[src/rtl/ilv_pkg.sv]
package ilv_pkg;
  localparam int PHASES = 4;
  typedef enum logic [1:0] {PH_BASE = 2'd0, PH_HALF_A = 2'd1, PH_PLAIN = 2'd2, PH_HALF_B = 2'd3} phase_e;
endpackage

[src/rtl/ilv_param_latch.sv]
module ilv_param_latch #(
  parameter int AW    = 12,
  parameter int N_MIN = 24,
  parameter int N_MAX = 2400
) (
  input  logic                              clk,
  input  logic                              rst,
  input  logic                              start_i,
  input  logic                              busy_i,
  input  logic [AW-1:0]                     len_i,
  input  logic [AW-1:0]                     p0_i,
  input  logic [AW-1:0]                     p1_i,
  input  logic [AW-1:0]                     p2_i,
  input  logic [AW-1:0]                     p3_i,
  output logic                              accept_o,
  output logic [AW-1:0]                     n_o,
  output logic [AW-1:0]                     p0_o,
  output logic [ilv_pkg::PHASES-1:0][AW-1:0] off_o
);
  localparam int EW = AW + 2;

  logic [ilv_pkg::PHASES-1:0][AW-1:0] extra;
  logic [ilv_pkg::PHASES-1:0][AW-1:0] off_nx;
  logic [EW-1:0] len_x;
  logic [EW-1:0] half_x;
  logic len_ok, par_ok;

  assign extra[ilv_pkg::PH_BASE]   = '0;
  assign extra[ilv_pkg::PH_HALF_A] = p1_i;
  assign extra[ilv_pkg::PH_PLAIN]  = p2_i;
  assign extra[ilv_pkg::PH_HALF_B] = p3_i;

  assign len_x  = {2'b00, len_i};
  assign half_x = {3'b000, len_i[AW-1:1]};

  assign len_ok = (int'(len_i) >= N_MIN) && (int'(len_i) <= N_MAX) && !len_i[0];
  assign par_ok = (p0_i < len_i) && (p1_i < len_i) && (p2_i < len_i) && (p3_i < len_i);
  assign accept_o = start_i && !busy_i && len_ok && par_ok;

  for (genvar k = 0; k < ilv_pkg::PHASES; k++) begin : g_off
    logic [EW-1:0] raw, once, twice;
    assign raw   = EW'(1) + ((k % 2 == 1) ? half_x : '0) + {2'b00, extra[k]};
    assign once  = (raw >= len_x) ? raw - len_x : raw;
    assign twice = (once >= len_x) ? once - len_x : once;
    assign off_nx[k] = twice[AW-1:0];
  end

  always_ff @(posedge clk) begin
    if (rst) begin
      n_o   <= '0;
      p0_o  <= '0;
      off_o <= '0;
    end else if (accept_o) begin
      n_o   <= len_i;
      p0_o  <= p0_i;
      off_o <= off_nx;
    end
  end
endmodule

[src/rtl/ilv_step_acc.sv]
module ilv_step_acc #(
  parameter int AW = 12
) (
  input  logic          clk,
  input  logic          rst,
  input  logic          accept_i,
  input  logic [AW-1:0] n_i,
  input  logic [AW-1:0] p0_i,
  output logic          run_o,
  output logic [AW-1:0] idx_o,
  output logic [AW-1:0] acc_o
);
  logic [AW:0] acc_sum;
  logic [AW:0] acc_red;
  logic        at_end;

  assign acc_sum = {1'b0, acc_o} + {1'b0, p0_i};
  assign acc_red = (acc_sum >= {1'b0, n_i}) ? acc_sum - {1'b0, n_i} : acc_sum;
  assign at_end  = (idx_o == n_i - 1'b1);

  always_ff @(posedge clk) begin
    if (rst) begin
      run_o <= 1'b0;
      idx_o <= '0;
      acc_o <= '0;
    end else if (accept_i) begin
      run_o <= 1'b1;
      idx_o <= '0;
      acc_o <= '0;
    end else if (run_o) begin
      if (at_end) run_o <= 1'b0;
      idx_o <= idx_o + 1'b1;
      acc_o <= acc_red[AW-1:0];
    end
  end
endmodule

[src/rtl/ilv_addr_out.sv]
module ilv_addr_out #(
  parameter int AW = 12
) (
  input  logic                              clk,
  input  logic                              rst,
  input  logic                              run_i,
  input  logic [AW-1:0]                     idx_i,
  input  logic [AW-1:0]                     acc_i,
  input  logic [AW-1:0]                     n_i,
  input  logic [ilv_pkg::PHASES-1:0][AW-1:0] off_i,
  output logic [AW-1:0]                     addr_o,
  output logic                              valid_o,
  output logic                              last_o
);
  ilv_pkg::phase_e ph;
  logic [AW:0]     sum;
  logic [AW:0]     red;

  assign ph  = ilv_pkg::phase_e'(idx_i[1:0]);
  assign sum = {1'b0, acc_i} + {1'b0, off_i[ph]};
  assign red = (sum >= {1'b0, n_i}) ? sum - {1'b0, n_i} : sum;

  always_ff @(posedge clk) begin
    if (rst) begin
      addr_o  <= '0;
      valid_o <= 1'b0;
      last_o  <= 1'b0;
    end else begin
      valid_o <= run_i;
      last_o  <= run_i && (idx_i == n_i - 1'b1);
      if (run_i) addr_o <= red[AW-1:0];
    end
  end
endmodule

[src/rtl/turbo_ilv_addr_gen.sv]
module turbo_ilv_addr_gen #(
  parameter int AW    = 12,
  parameter int N_MIN = 24,
  parameter int N_MAX = 2400
) (
  input  logic          clk,
  input  logic          rst,
  input  logic          start_i,
  input  logic [AW-1:0] len_i,
  input  logic [AW-1:0] p0_i,
  input  logic [AW-1:0] p1_i,
  input  logic [AW-1:0] p2_i,
  input  logic [AW-1:0] p3_i,
  output logic [AW-1:0] addr_o,
  output logic          valid_o,
  output logic          last_o,
  output logic          busy_o
);
  logic                              accept;
  logic [AW-1:0]                     n_q;
  logic [AW-1:0]                     p0_q;
  logic [ilv_pkg::PHASES-1:0][AW-1:0] off_q;
  logic                              run;
  logic [AW-1:0]                     idx;
  logic [AW-1:0]                     acc;

  ilv_param_latch #(.AW(AW), .N_MIN(N_MIN), .N_MAX(N_MAX)) u_latch (
    .clk(clk), .rst(rst), .start_i(start_i), .busy_i(busy_o),
    .len_i(len_i), .p0_i(p0_i), .p1_i(p1_i), .p2_i(p2_i), .p3_i(p3_i),
    .accept_o(accept), .n_o(n_q), .p0_o(p0_q), .off_o(off_q)
  );

  ilv_step_acc #(.AW(AW)) u_step (
    .clk(clk), .rst(rst), .accept_i(accept), .n_i(n_q), .p0_i(p0_q),
    .run_o(run), .idx_o(idx), .acc_o(acc)
  );

  ilv_addr_out #(.AW(AW)) u_out (
    .clk(clk), .rst(rst), .run_i(run), .idx_i(idx), .acc_i(acc),
    .n_i(n_q), .off_i(off_q),
    .addr_o(addr_o), .valid_o(valid_o), .last_o(last_o)
  );

  always_ff @(posedge clk) begin
    if (rst)          busy_o <= 1'b0;
    else if (accept)  busy_o <= 1'b1;
    else if (last_o)  busy_o <= 1'b0;
  end
endmodule

[config.mk]
export PLATFORM = sky130hd
export DESIGN_NAME = turbo_ilv_addr_gen
export DESIGN_NICKNAME = d
export VERILOG_FILES = /design/src/rtl/ilv_pkg.sv /design/src/rtl/ilv_param_latch.sv /design/src/rtl/ilv_step_acc.sv /design/src/rtl/ilv_addr_out.sv /design/src/rtl/turbo_ilv_addr_gen.sv
export SDC_FILE = /design/constraint.sdc
export NUM_CORES = 1
export LEC_CHECK = 0
export BUFFER_PORTS_ARGS = -buffer_cell sky130_fd_sc_hd__buf_2
export CORE_ASPECT_RATIO = 0.6
export CORE_MARGIN = 3
export CORE_UTILIZATION = 45
export DETAILED_ROUTE_END_ITERATION = 12
export PLACE_DENSITY = 0.7
export SYNTH_ARGS = -nofsm -noshare
export SYNTH_HDL_FRONTEND = slang
export SYNTH_SLANG_ARGS = --single-unit
[constraint.sdc]
create_clock -name clk -period 17.29 [get_ports clk]
set_input_delay 3.458 -clock clk [delete_from_list [all_inputs] [get_ports clk]]
set_output_delay 3.458 -clock clk [all_outputs]
set_load 0.1 [all_outputs]
==> reports/metrics.yaml <==
grt:
  grt_pass1_vias: 12500
  grt_max_degree: 96
  track_usage_pct: 26.7
  overflow: 0
  grt_pass1_wl_um: 69200
  antenna_found_initial: 0
logic_synthesis:
  ys_top_cells_by_area: "ha_1, dfxtp_1, xnor2_1"
  ys_warn_count: 0
  yosys.area.top_type_share_pct: 18.8
  ys_types: 80
  synth_top_family_by_area: "compound AO/OA/AOI/OAI gates"
  synthCells: 1714
  synth_compound_area_share_pct: 24.2
  async_reset_ff_share_pct: 0
  ys_ff_latch: 112
  synthMuxAreaShare_pct: 7.39
  yosysTopAreaCell: "ha_1"
  synth_area_per_cell_um2: 8.02
  synth_area_um2: 13700
  synth_flop_cell: "dfxtp_1"
  ys_seq_area_share_pct: 16.3
  synthSimpleGateAreaFrac_pct: 18.2
  synth-edff-count: 0
  synth_xor_area_share_pct: 9.81
  synth_fa_ha_area_share_pct: 20.6
critical_path:
  r2r_cells: 13
  cp-start-kind: "primary input"
  crit_arrival_ps: 10800
  critPathKind: "in2reg"
  cp_max_fo: 16
  critical-path-max-stage-delay_ps: 710
  worst_ep_required_time_ps: 17510
  critPathCaptureType: "flop"
  cp_slowest_cell: "a2111oi_0"
die:
  ioPinCount: 78
  start_util_pct: 46.8
  dieHeight_um: 141
  fp-row-count: 48
  core-area_um2: 29400
  dieWidth_um: 232
  die-area_um2: 32700
timing:
  grt_setup_unrepaired: "false"
  max_freq_mhz: 94.5
  worstMarginPinSlew_ps: 1190
  hold_viol: 0
  slew_violations: 0
  period_minus_slack_ps: 10580
  slew_headroom_pct: 20.5
  fin_crit_sh_pct: 61.2
  setup_tns_ps: 0
  clock_skew_ps: 10.7
  setup_viol: 0
clock_tree:
  clk_pin_slew_ps: 80
  cts.htree.levels: 3
  cts_resized: 0
  cts-root-buf: "clkbuf_16"
  hold_buffers: 0
  cts_made_buffers: 9
  clkSinkCount: 112
  cts_buffer_depth: 2
  clock_latency_ps: 370
  post-cts-setup-buffers: 0
  cts_tree: "done"
drt:
  drt-met1-wl_um: 21300
  drt_iter0_drc: 1443
  wl_met2_um: 17500
  wire_per_inst_um: 20.4
  drc: 0
  routed_wl_um: 44500
  ant_nets: 0
  via_per_inst: 6.23
  wl_met3_um: 5090
  routed.top_layer: "met4"
  via_count: 13600
  dr.pass1.iters: 6
layout:
  fin_util_pct: 50.6
  areaGrowthSynthToFinish_pct: 8.08
  antenna_cells: 0
  final_nets: 2056
  layout_commonest_cell: "ha_1"
  drive_gt1_share_pct: 9.39
  final_cell_mix: "ha_1, a21oi_1, nor2_1, nand2_1, o21ai_0"
power:
  pwr-share-clk_pct: 16.3
  p_seq_share_pct: 20.5
  p_leak_nw: 6.43
  internal_power_uw: 724
  switchingPower_uw: 579
  switching_share_pct: 44.4
  powerDensity_nw_per_um2: 87.7
  peakVddDrop_mv: 0.0444
  combinationalPowerShare_pct: 63.2
run_status:
  status: "complete, no violations"
place:
  numPortBuffers: 77
  globalplace.congestion: 0.943
  hpwl_um: 35400
run:
  drv_cap: 0
hold_path:
  hold_class: "reg2reg"
  min_path_cells: 2
[cell usage after synthesis (all sizes together), types with 16 or more instances]
| master | number |
|---|---|
| inv | 70 |
| dfxtp | 112 |
| a211oi | 35 |
| nand4 | 23 |
| nor2b | 22 |
| ha | 207 |
| and3 | 16 |
| xor2 | 45 |
| a21o | 33 |
| nor2 | 135 |
| nand2 | 123 |
| a21oi | 157 |
| mux2i | 49 |
| nor3 | 55 |
| or3 | 24 |
| clkbuf | 32 |
| mux2 | 21 |
| buf | 17 |
| o21ai | 114 |
| xnor2 | 109 |
| o21a | 28 |
| nand2b | 20 |
| nand3 | 45 |
[stage by stage]
stage / cell area (um^2) / total power, mW / hold slack [ps] / worst slack, ps / instances
floorplan: 13800 / 0.912 / 428 / 7620 / 1716
global placement: 14600 / 1.07 / 444 / 6770 / 2163
detailed placement: 14600 / 1.08 / 448 / 6590 / 2163
CTS: 14900 / 1.29 / 459 / 6940 / 2179
global route: 14900 / 1.40 / 477 / 6200 / 2179
finish: 14900 / 1.30 / 458 / 6710 / 2179
[layout make-up]
type | instances | area (um^2)
Multi-Input combinational cell | 1485 | 11000
Inverter | 70 | 263
Sequential cell | 112 | 2240
Fill cell | 2825 | 14500
Clock buffer | 10 | 239
Clock inverter | 6 | 50.0
Timing Repair Buffer | 96 | 528
Tap cell | 400 | 500
[worst max-delay path, delay by kind of cell]
kind / cells / cell delay [ps]
compound gates: 11 / 3570
xor+xnor: 2 / 420
fa+ha+maj: 4 / 1330
buf+inv: 4 / 520
simple gates: 9 / 1500
[metal layers]
layer | vias to the layer above | GRT usage [%]
li1 | 6498 | -
met1 | 6394 | 41.0
met2 | 623 | 37.6
met3 | 56 | 6.48
met4 | 0 | 4.92
met5 | - | 0
[cells by family after synthesis]
group | after synthesis
xor gates and xnor gates | 154
AOI/OAI and AO/OA | 516
buffers and inverters | 119
other | 1
muxes | 82
DFF | 112
and+or+nand+nor | 511
adders and majority gates | 219
[final timing paths]
check             startpoint                end  slack [ps]
max                 len_i[3]  u_latch.off_o[36]        6710
min          u_latch.p0_o[4]    u_latch.p0_o[4]         460
max reg2reg  u_step.idx_o[1]   u_out.addr_o[10]       12110
min reg2reg  u_latch.p0_o[4]    u_latch.p0_o[4]         460
[state kept, by name, indices dropped and copies added (netlist names)]
signal and count:
u_latch.off_o 48, u_latch.n_o 12, u_latch.p0_o 12, u_out.addr_o 12
u_step.acc_o 12, u_step.idx_o 12, busy_o 1, u_out.last_o 1
u_out.valid_o 1, u_step.run_o 1
[power by group through the flow]
stage | Combinational (mW) | Sequential, mW | Clock, mW
6_report | 0.824 | 0.267 | 0.212
5_1_grt | 0.905 | 0.267 | 0.227
4_1_cts | 0.809 | 0.267 | 0.215
3_5_place_dp | 0.803 | 0.273 | 0
3_3_place_gp | 0.793 | 0.273 | 0
2_1_floorplan | 0.636 | 0.276 | 0
(Power assumes the default switching activity.)
